--- config.mk ---
export PLATFORM = sky130hd
export DESIGN_NAME = strobed_reg_bank
export DESIGN_NICKNAME = d
export VERILOG_FILES = /design/src/rtl/regbank_pkg.sv /design/src/rtl/regbank_ctrl.sv /design/src/rtl/regbank_dp.sv /design/src/rtl/strobed_reg_bank.sv
export SDC_FILE = /design/constraint.sdc
export NUM_CORES = 1
export LEC_CHECK = 0
export ABC_AREA = 1
export BUFFER_PORTS_ARGS = -buffer_cell sky130_fd_sc_hd__buf_2
export CAP_MARGIN = 20
export CORE_MARGIN = 1
export CORE_UTILIZATION = 50
export DETAILED_ROUTE_END_ITERATION = 6
export PLACE_DENSITY = 0.76
export REMOVE_ABC_BUFFERS = 1
export SLEW_MARGIN = 5
export SYNTH_ARGS = -nofsm -noshare
export SYNTH_HDL_FRONTEND = slang
export SYNTH_SLANG_ARGS = --single-unit
--- constraint.sdc ---
create_clock -name clk -period 1.74 [get_ports clk]
set_input_delay 0.174 -clock clk [delete_from_list [all_inputs] [get_ports clk]]
set_output_delay 0.174 -clock clk [all_outputs]
set_load 0.1 [all_outputs]
--- src/rtl/regbank_pkg.sv ---
package regbank_pkg;
  localparam int NUM_STB = 3;
  localparam int STB_SYS = 0;
  localparam int STB_MON = 1;
  localparam int STB_CLK = 2;
  localparam int RATE_W = 3;
  localparam int RATE_MAX = 5;
  localparam int SYNC_BIT = 3;
  localparam int CODE_W = 5;
  localparam logic [CODE_W-1:0] CODE_SPDIF = 5'b01000;
  localparam logic [CODE_W-1:0] CODE_WC1 = 5'b01010;
  localparam logic [CODE_W-1:0] CODE_WC256 = 5'b11010;

  typedef enum logic [1:0] {
    SYNC_INT = 2'd0,
    SYNC_SPDIF = 2'd1,
    SYNC_WC1 = 2'd2,
    SYNC_WC256 = 2'd3
  } sync_e;

  typedef struct packed {
    logic sysWr;
    logic monWr;
    logic clkWr;
  } wrStrobe_t;
endpackage

--- src/rtl/regbank_ctrl.sv ---
module regbank_ctrl
  import regbank_pkg::*;
#(
  parameter int DATA_W = 8,
  parameter int SYNC_STAGES = 2
) (
  input  logic clk,
  input  logic rstN,
  input  logic [DATA_W-1:0] busData,
  input  logic busOeN,
  input  logic [NUM_STB-1:0] stbN,
  output wrStrobe_t wr,
  output logic [DATA_W-1:0] wrData
);
  logic [NUM_STB-1:0][SYNC_STAGES-1:0] stbPipe;
  logic [NUM_STB-1:0] stbLast;
  logic [SYNC_STAGES-1:0] oePipe;
  logic [SYNC_STAGES-1:0][DATA_W-1:0] dataPipe;
  logic [NUM_STB-1:0] rise;

  always_ff @(posedge clk or negedge rstN) begin
    if (!rstN) begin
      stbPipe <= '1;
      stbLast <= '1;
      oePipe <= '1;
      dataPipe <= '0;
    end else begin
      for (int i = 0; i < NUM_STB; i++) begin
        stbPipe[i] <= {stbPipe[i][SYNC_STAGES-2:0], stbN[i]};
        stbLast[i] <= stbPipe[i][SYNC_STAGES-1];
      end
      oePipe <= {oePipe[SYNC_STAGES-2:0], busOeN};
      dataPipe <= {dataPipe[SYNC_STAGES-2:0], busData};
    end
  end

  for (genvar g = 0; g < NUM_STB; g++) begin : g_edge
    assign rise[g] = stbPipe[g][SYNC_STAGES-1] & ~stbLast[g] & ~oePipe[SYNC_STAGES-1];
  end

  always_comb begin
    wr.sysWr = rise[STB_SYS];
    wr.monWr = rise[STB_MON];
    wr.clkWr = rise[STB_CLK];
  end

  assign wrData = dataPipe[SYNC_STAGES-1];

  // a release produces one write pulse, never a held write
  a_r10_sys_single: assert property (@(posedge clk) disable iff (!rstN)
    wr.sysWr |=> !wr.sysWr);
  a_r10_clk_single: assert property (@(posedge clk) disable iff (!rstN)
    wr.clkWr |=> !wr.clkWr);
endmodule

--- src/rtl/regbank_dp.sv ---
module regbank_dp
  import regbank_pkg::*;
#(
  parameter int DATA_W = 8,
  parameter int MON_W = 6
) (
  input  logic clk,
  input  logic rstN,
  input  wrStrobe_t wr,
  input  logic [DATA_W-1:0] wrData,
  output logic [DATA_W-1:0] sysReg,
  output logic [MON_W-1:0] monReg,
  output logic [DATA_W-1:0] clkReg,
  output logic [RATE_W-1:0] rateIdx,
  output logic rateValid,
  output sync_e syncType,
  output logic illegalCode
);
  logic extSync;
  logic [CODE_W-1:0] clkCode;

  always_ff @(posedge clk or negedge rstN) begin
    if (!rstN) begin
      sysReg <= '0;
      monReg <= '0;
      clkReg <= '0;
    end else begin
      if (wr.sysWr) sysReg <= wrData;
      if (wr.monWr) monReg <= wrData[MON_W-1:0];
      if (wr.clkWr) clkReg <= wrData;
    end
  end

  assign extSync = clkReg[SYNC_BIT];
  assign clkCode = clkReg[CODE_W-1:0];
  assign rateIdx = clkReg[RATE_W-1:0];

  always_comb begin
    syncType = SYNC_INT;
    illegalCode = 1'b0;
    rateValid = 1'b0;
    if (!extSync) begin
      rateValid = (int'(clkReg[RATE_W-1:0]) <= RATE_MAX);
      illegalCode = !rateValid;
    end else begin
      unique case (clkCode)
        CODE_SPDIF: syncType = SYNC_SPDIF;
        CODE_WC1: syncType = SYNC_WC1;
        CODE_WC256: syncType = SYNC_WC256;
        default: illegalCode = 1'b1;
      endcase
    end
  end

  // a write pulse commits the synchronized bus value
  a_r2_sys_capture: assert property (@(posedge clk) disable iff (!rstN)
    wr.sysWr |=> sysReg == $past(wrData));
  a_r2_clk_capture: assert property (@(posedge clk) disable iff (!rstN)
    wr.clkWr |=> clkReg == $past(wrData));
  // registers hold without their own pulse
  a_r4_sys_hold: assert property (@(posedge clk) disable iff (!rstN)
    !wr.sysWr |=> $stable(sysReg));
  a_r4_mon_hold: assert property (@(posedge clk) disable iff (!rstN)
    !wr.monWr |=> $stable(monReg));
  // illegal codes report internal type and no valid rate
  a_r9_illegal_out: assert property (@(posedge clk) disable iff (!rstN)
    illegalCode |-> (syncType == SYNC_INT) && !rateValid);
endmodule

--- src/rtl/strobed_reg_bank.sv ---
module strobed_reg_bank
  import regbank_pkg::*;
#(
  parameter int DATA_W = 8,
  parameter int MON_W = 6,
  parameter int SYNC_STAGES = 2
) (
  input  logic clk,
  input  logic rstN,
  input  logic [DATA_W-1:0] busData,
  input  logic busOeN,
  input  logic sysStbN,
  input  logic monStbN,
  input  logic clkStbN,
  output logic [DATA_W-1:0] sysCtrl,
  output logic [MON_W-1:0] monRoutes,
  output logic [DATA_W-1:0] clkCtrl,
  output logic [RATE_W-1:0] rateIdx,
  output logic rateValid,
  output logic [1:0] syncType,
  output logic illegalCode
);
  wrStrobe_t wr;
  logic [DATA_W-1:0] wrData;
  logic [NUM_STB-1:0] stbN;
  sync_e syncEnum;

  always_comb begin
    stbN[STB_SYS] = sysStbN;
    stbN[STB_MON] = monStbN;
    stbN[STB_CLK] = clkStbN;
  end

  regbank_ctrl #(.DATA_W(DATA_W), .SYNC_STAGES(SYNC_STAGES)) u_ctrl (
    .clk(clk), .rstN(rstN), .busData(busData), .busOeN(busOeN),
    .stbN(stbN), .wr(wr), .wrData(wrData)
  );

  regbank_dp #(.DATA_W(DATA_W), .MON_W(MON_W)) u_dp (
    .clk(clk), .rstN(rstN), .wr(wr), .wrData(wrData),
    .sysReg(sysCtrl), .monReg(monRoutes), .clkReg(clkCtrl),
    .rateIdx(rateIdx), .rateValid(rateValid), .syncType(syncEnum),
    .illegalCode(illegalCode)
  );

  assign syncType = syncEnum;
endmodule

Word-level counts from Yosys, hierarchy flattened
Index checks and enable logic that the tools add are counted.
Storage, ports and cells
  output and inout port bits: 29
  word-level logic and storage cells: 31
  input port bits: 14
  register bits after elaboration: 49
Operators by class
  equal/unequal tests: 3
  multiplexer cells: 5
  bitwise gates (word level): 10
  reduce and logical (&&, ||, !) cells: 2
  magnitude comparators: 1
Operator list (number)
  == test 5 x 4 -> 1 bit, second input constant: 2
  AND 1 bit: 6
  case mux 2 bit (3 select lines): 1
  == test 5 bit, second input constant: 1
  inverter 1 bit: 4
  <= comparator 3 bit, second input constant: 1
  2-to-1 mux 1 bit: 3
  OR reduction 3 bit: 1
  2-to-1 mux 2 bit: 1
  zero test 1 bit: 1

Logic depth before layout (Yosys ltp)
Gate-level depths: netlist (run 1).
  depth after elaboration: 4
  mapped depth: 5
  depth with buffers taken out: 5

Hierarchy
From an unflattened synthesis (run 1), not the netlist that was laid out.
Second synthesis, totals
  cell total of the unflattened synthesis: 110
  area total of the unflattened synthesis: 1727.9 µm²
Modules (own cells, without submodules)
  regbank_dp: instances 1, seq. area each 550.5 µm², area each 944.7 µm², cells each 66
  regbank_ctrl: instances 1, seq. area each 689.4 µm², area each 783.3 µm², cells each 44

Worst setup path before layout (run 1)
No wires, ideal clock.
  kind: flip-flop to output port
  from: register u_dp.clkReg[2]
  to: output illegalCode
  cell stages (with the launch flop): 3
  buffers on the path: 0
  slack: -1.915 ns
  data required time: 1.566 ns
  data arrival time: 3.481 ns
  cell sequence: dfrtp_1 > a21oi_1 > nor2_1
Between the ends
  cells in the longest elaborated chain, start to end: 4
  elaborated cells between the ends (all ways): 8
  classes of those cells: order compare: 1; eq/ne: 3; mux: 2; reduce/logical: 2
RTL lines
  start, declared: line regbank_dp.sv:13  | output logic [DATA_W-1:0] clkReg,
  start signal, assigned: line regbank_dp.sv:30  | if (wr.clkWr) clkReg <= wrData;
  == test 5 x 4 -> 1 bit or == test 5 bit (tied branches): line regbank_dp.sv:46  | unique case (clkCode)
  OR reduction 3 bit (no line)
  2-to-1 mux 1 bit: line regbank_dp.sv:46
  2-to-1 mux 1 bit (*): line regbank_dp.sv:42  | if (!extSync) begin
  end, declared: line strobed_reg_bank.sv:21  | output logic illegalCode
Every way passes the cells marked *; elsewhere a longest branch is shown, timed or not.

Worst setup path in the final report (run 1)
  from: register u_dp.clkReg[1]
  to: output illegalCode
Same word-level chain as after synthesis.

==> qor.yml, run 1 <==
sta:
  slew_headroom_pct: 65.30
  setup_viol: 0
  final_max_slew_viol_count: 0
  fin_ws_ns: 0.07835
  hold_viol: 0
  maxClockFrequency_mhz: 601.8
  finalClockSkew_ns: 0.01433
  rsz0062_at_grt: "false"
  fin_crit_ns: 1.662
  period_share_pct: 95.50
  worst_pin_slew_ns: 0.5205
route:
  wire_per_inst_um: 11.85
  dr.pass1.iters: 4
  routed_via_density: 4.566
  drc: 0
  drt-total-wl_um: 2701
  vias: 1041
  drt-initial-drc-count: 43
  ant_nets: 0
yosys:
  synth_cell_types: 13
  async_flop_share_pct: 100.0
  netlist_instances: 126
  syn_area_um2: 1665
  yosys.area.top_type_share_pct: 57.10
  synth_seq_cells: 49
  synth_top_area_cell: "dfrtp_1"
  synth_flop_cell: "dfrtp_1"
  syn_avg_cell_area_um2: 13.22
  ys.warnings.count: 0
  synthTopCellsByArea: "dfrtp_1, dfstp_2, o21ai_2, nand2_1, inv_1"
  synth-edff-count: 0
  synth_most_common_cell: "dfrtp_1"
  synth_common_cells: "dfrtp_1, nand2_1, o21ai_2, inv_1, dfstp_2"
  seq_area_frac_synth_pct: 74.46
floorplan:
  rows: 20
  core_area_um2: 3103
  dieArea_um2: 3565
  die_w_um: 59.71
  initial_core_util_pct: 53.67
  boundaryPins: 43
  die_h_um: 59.71
setup_path:
  cp-end-kind: "output pin"
  r2r_end: "u_dp.sysReg[4]$_DFFE_PN0P_"
  rrSetupSlack_ns: 0.54
  reg2reg_from: "u_ctrl.oePipe[1]$_DFF_PN1_"
  crit_fanout: 6
  critPathKind: "register to output pin"
  r2r_cells: 4
  required_ns: 1.57
  cp.arrival_ns: 1.49
  crit_path_start_kind: "register"
cells_and_area:
  fin_cells: 228
  antennaDiodeCount: 0
  area_growth_pct: 26.30
  final_nets: 197
  drive_above_1_share_pct: 45.11
grt:
  grt.busiest_layer: "met2"
  antenna_found_initial: 0
  use_met1_pct: 20.12
  grt_first_pass_wirelength_um: 4422
  grt_max_degree: 28
  grt_pass1_vias: 1017
  grt_use_met3_pct: 7.143
  grt_use_met2_pct: 30.48
  grt_usage_pct: 17.95
  grt.overflow.total: 0
clock_network:
  numCtsBuffers: 5
  cts_setup_buffers: 0
  path_clk_slew_ns: 0.13
  h-tree-depth: 2
  cts.path.max_buffers: 2
  clk_latency_ns: 0.35
  cts.sinks: 49
  cts_tree: "built"
  clock-root-buffer: "clkbuf_4"
power_and_ir_drop:
  ir_drop_mv: 0.6244
  power.leakage_nw: 1.059
  powerDensity_nw_per_um2: 1421
placement:
  dp_slack_ns: 0.2711
  finalWeightedCongestion: 0.6735
  dp.cells: 207
  dpl.hpwl_um: 1823
  port_buffers: 42
job:
  drv_cap: 0
status:
  outcome: "complete, no violations"
min_path:
  holdCritPathClass: "input pin to asynchronous set/reset pin"
## sequential cells by signal, indices dropped and copies added (netlist names)
signal	cells
u_ctrl.oePipe	2
u_ctrl.wrData	8
u_dp.clkReg	8
u_ctrl.stbPipe	6
u_dp.monReg	6
u_dp.sysReg	8
u_ctrl.dataPipe	8
u_ctrl.stbLast	3
## logic make-up (layout without fill, tap and decap cells)
logic type / count (synthesis) / after routing / synth area share (%)
AO/OA/AOI/OAI: 24 / 24 / 10.82
AND/OR/NAND/NOR: 35 / 35 / 8.866
buffers and inverters: 18 / 76 / 5.860
flip-flops: 49 / 49 / 74.46
## worst max-delay path, stage by stage, from the launching register on
cell	delay [ns]
dfrtp_2	0.46
inv_1	0.08
nor2_1	0.04
nand2_1	0.11
nand2_1	0.08
nor2_1	0.13
buf_6	0.24
## metal layers
layer,wire [um],vias to the layer above
met4,42,0
met1,1110,496
met2,1436,31
met5,0,-
met3,111,5
li1,-,509
## placed cells by master, fill, tap and decap left out, drive strengths merged
cell type,instances
a21oi,1
buf,42
clkbuf,9
dfrtp,38
dfstp,11
dlygate4sd3,13
inv,12
nand2,27
nand3,1
nor2,7
o21ai,23
## metrics by stage
step / hold WS (ns) / total power, mW / cell area, um^2 / setup TNS [ns] / util (%)
3_5_place_dp: 0.1812 / 2.469 / 1898 / 0 / 61.17
5_1_grt: 0.3390 / 3.117 / 2103 / 0 / 67.78
6_report: 0.3075 / 2.990 / 2103 / 0 / 67.78
3_3_place_gp: 0.1681 / 2.449 / 1898 / 0 / 61.17
2_1_floorplan: -0.1216 / 2.275 / 1613 / -7.861 / -
4_1_cts: 0.3058 / 3.009 / 2096 / 0 / 67.54
## power by group
part	internal (mW)	leakage [nW]	switching, mW
Clock	0.200	0.0326	0.310
Combinational	0.181	0.452	0.969
Sequential	1.26	0.575	0.0679
Total	1.64	1.06	1.35
## layout make-up
type / instances / area (um^2)
sequential: 49 / 1241
timing repair buffer: 56 / 375.4
clock buffer: 8 / 58.81
fill: 252 / 999.7
multi-input combinational: 59 / 327.8
tap: 44 / 55.05
inverter: 12 / 45.04
## what timing repair did
action / 4_1_cts / 5_1_grt
setup endpoints to repair: 2 / 3
pin swaps: 0 / 0
hold buffers: 13 / 0
gates resized for setup: 4 / 3
hold endpoints to repair: 34 / 0
## worst max-delay path by stage
stage | start | endpoint | slack, ns
3_5_place_dp | u_dp.clkReg[1]$_DFFE_PN0P_ | syncType[0] | 0.27
3_3_place_gp | u_dp.clkReg[2]$_DFFE_PN0P_ | syncType[0] | 0.40
4_1_cts | u_dp.clkReg[1]$_DFFE_PN0P_ | syncType[1] | 0.01
6_report | u_dp.clkReg[1]$_DFFE_PN0P_ | illegalCode | 0.08
5_1_grt | u_dp.clkReg[0]$_DFFE_PN0P_ | syncType[0] | 0.001
2_1_floorplan | u_dp.clkReg[1]$_DFFE_PN0P_ | illegalCode | -2.80
Power figures use the tool's default switching activity.
==> run 2: changes to the inputs <==
--- a/config.mk
+++ b/config.mk
@@ -5,7 +5,6 @@
 export SDC_FILE = /design/constraint.sdc
 export NUM_CORES = 1
 export LEC_CHECK = 0
-export ABC_AREA = 1
 export BUFFER_PORTS_ARGS = -buffer_cell sky130_fd_sc_hd__buf_2
 export CAP_MARGIN = 20
 export CORE_MARGIN = 1
==> qor.yml, run 2 <==
status:
  outcome: "complete, no violations"
sta:
  hold_viol: 0
  period_share_pct: 98.39
  final_max_slew_viol_count: 0
  rsz0062_at_grt: "true"
  finalClockSkew_ns: 0.008119
  maxClockFrequency_mhz: 584.1
  fin_ws_ns: 0.02798
  slew_headroom_pct: 62.18
  worst_pin_slew_ns: 0.5673
  fin_crit_ns: 1.712
  setup_viol: 0
route:
  vias: 886
  ant_nets: 0
  drt-initial-drc-count: 15
  dr.pass1.iters: 2
  drc: 0
  routed_via_density: 4.615
  drt-total-wl_um: 2405
  wire_per_inst_um: 12.53
clock_network:
  clk_latency_ns: 0.35
  clock-root-buffer: "clkbuf_4"
  cts_tree: "built"
  numCtsBuffers: 5
  cts.path.max_buffers: 2
  h-tree-depth: 2
  cts.sinks: 49
  path_clk_slew_ns: 0.12
yosys:
  synth_cell_types: 12
  synth_flop_cell: "dfrtp_1"
  synth_common_cells: "dfrtp_1, mux2_2, dfstp_2, buf_4, nor3b_4"
  netlist_instances: 85
  async_flop_share_pct: 100.0
  synthTopCellsByArea: "dfrtp_1, dfstp_2, mux2_2, nor3b_4, buf_4"
  synth_most_common_cell: "dfrtp_1"
  syn_area_um2: 1619
  syn_avg_cell_area_um2: 19.05
  synth_seq_cells: 49
  synth-edff-count: 0
  yosys.area.top_type_share_pct: 58.73
  synth_top_area_cell: "dfrtp_1"
  seq_area_frac_synth_pct: 76.58
  ys.warnings.count: 0
cells_and_area:
  area_growth_pct: 30.76
  fin_cells: 192
  final_common_cell: "buf_2"
  antennaDiodeCount: 0
  final_nets: 161
  layout_common_cells: "buf_2, dfrtp_1, mux2_2"
  drive_above_1_share_pct: 62.16
floorplan:
  core_area_um2: 3053
  rows: 20
  die_h_um: 58.91
  die_w_um: 58.91
  initial_core_util_pct: 53.03
  boundaryPins: 43
  dieArea_um2: 3470
placement:
  port_buffers: 42
  dp_slack_ns: 0.1783
  dp.cells: 169
  dpl.hpwl_um: 1573
  finalWeightedCongestion: 0.7135
power_and_ir_drop:
  ir_drop_mv: 0.8166
  power.leakage_nw: 0.9648
  powerDensity_nw_per_um2: 1503
grt:
  grt_usage_pct: 16.08
  grt_max_degree: 50
  grt.overflow.total: 0
  antenna_found_initial: 0
  grt_pass1_vias: 860
  grt_first_pass_wirelength_um: 3829
min_path:
  holdCritPathClass: "register to register"
setup_path:
  required_ns: 1.57
  crit_fanout: 3
  cp.arrival_ns: 1.54
  cp-end-kind: "output pin"
  crit_path_start_kind: "register"
  critPathKind: "register to output pin"
job:
  drv_cap: 0
[run 2: final timing paths]
check	endpoint	startpoint	slack (ns)	depth (start not counted)
min in group asynchronous	u_dp.sysReg[7]$_DFFE_PN0P_	rstN	0.44	3
max	syncType[0]	u_dp.clkReg[1]$_DFFE_PN0P_	0.03	3
max in group asynchronous	u_dp.clkReg[4]$_DFFE_PN0P_	rstN	0.90	3
min	u_ctrl.wrData[4]$_DFF_PN0_	u_ctrl.dataPipe[4]$_DFF_PN0_	0.36	0
max reg2reg	u_dp.clkReg[0]$_DFFE_PN0P_	u_ctrl.stbPipe[5]$_DFF_PN1_	0.21	2
min reg2reg	u_ctrl.wrData[4]$_DFF_PN0_	u_ctrl.dataPipe[4]$_DFF_PN0_	0.36	0
[run 2: cells by family (layout without fill, tap and decap cells)]
kind of cell	Yosys count	after routing	synth area share [%]
buffers and inverters	3	66	1.391
DFF	49	49	76.58
xor gates and xnor gates	1	1	0.5411
AOI/OAI and AO/OA	3	3	0.9271
and+or+nand+nor	7	7	5.255
muxes	22	22	15.30
[run 2: layer usage]
metal / share of wire [%] / global-route usage (%)
met2: 50 / 25.32
met4: 2.2 / 8.163
met5: 0 / 0
met1: 41 / 19.08
met3: 7.1 / 6.593
[run 2: timing repair]
action	CTS	global route
pin swaps	1	1
gates resized for setup	5	3
endpoints found under the setup margin	1	2
buffers inserted	2	0
hold buffers	13	0
hold endpoints to repair	50	0
[run 2: power breakdown]
part / internal (mW) / switching (mW)
Sequential: 1.28 / 0.0868
Clock: 0.154 / 0.316
Combinational: 0.255 / 1.09
Total: 1.69 / 1.49
[run 2: final cells by class]
class                      instances  area [um^2]
timing repair buffer              58        397.9
sequential                        49         1242
multi-input combinational         33        370.4
clock inverter                     2        10.01
clock buffer                       6        41.29
fill                             229        935.9
tap                               44        55.05
[run 2: through the flow]
step                hold slack [ns]  cell area (um^2)  power [mW]  TNS (ns)  utilization (%)
floorplan                   -0.1216              1597       2.452    -9.303                -
global placement             0.2783              1884       2.657         0            61.72
detailed placement           0.2806              1884       2.673         0            61.72
CTS                          0.3637              2106       3.207  -0.06137            68.98
global route                 0.3675              2117       3.318  -0.09769            69.34
finish                       0.3619              2117       3.182         0            69.34
[run 2: worst max-delay path, cell delays in order, from the launching register on]
cell and delay [ns]:
dfrtp_2 0.45, xor2_2 0.18, nor4b_2 0.21, bufbuf_16 0.35
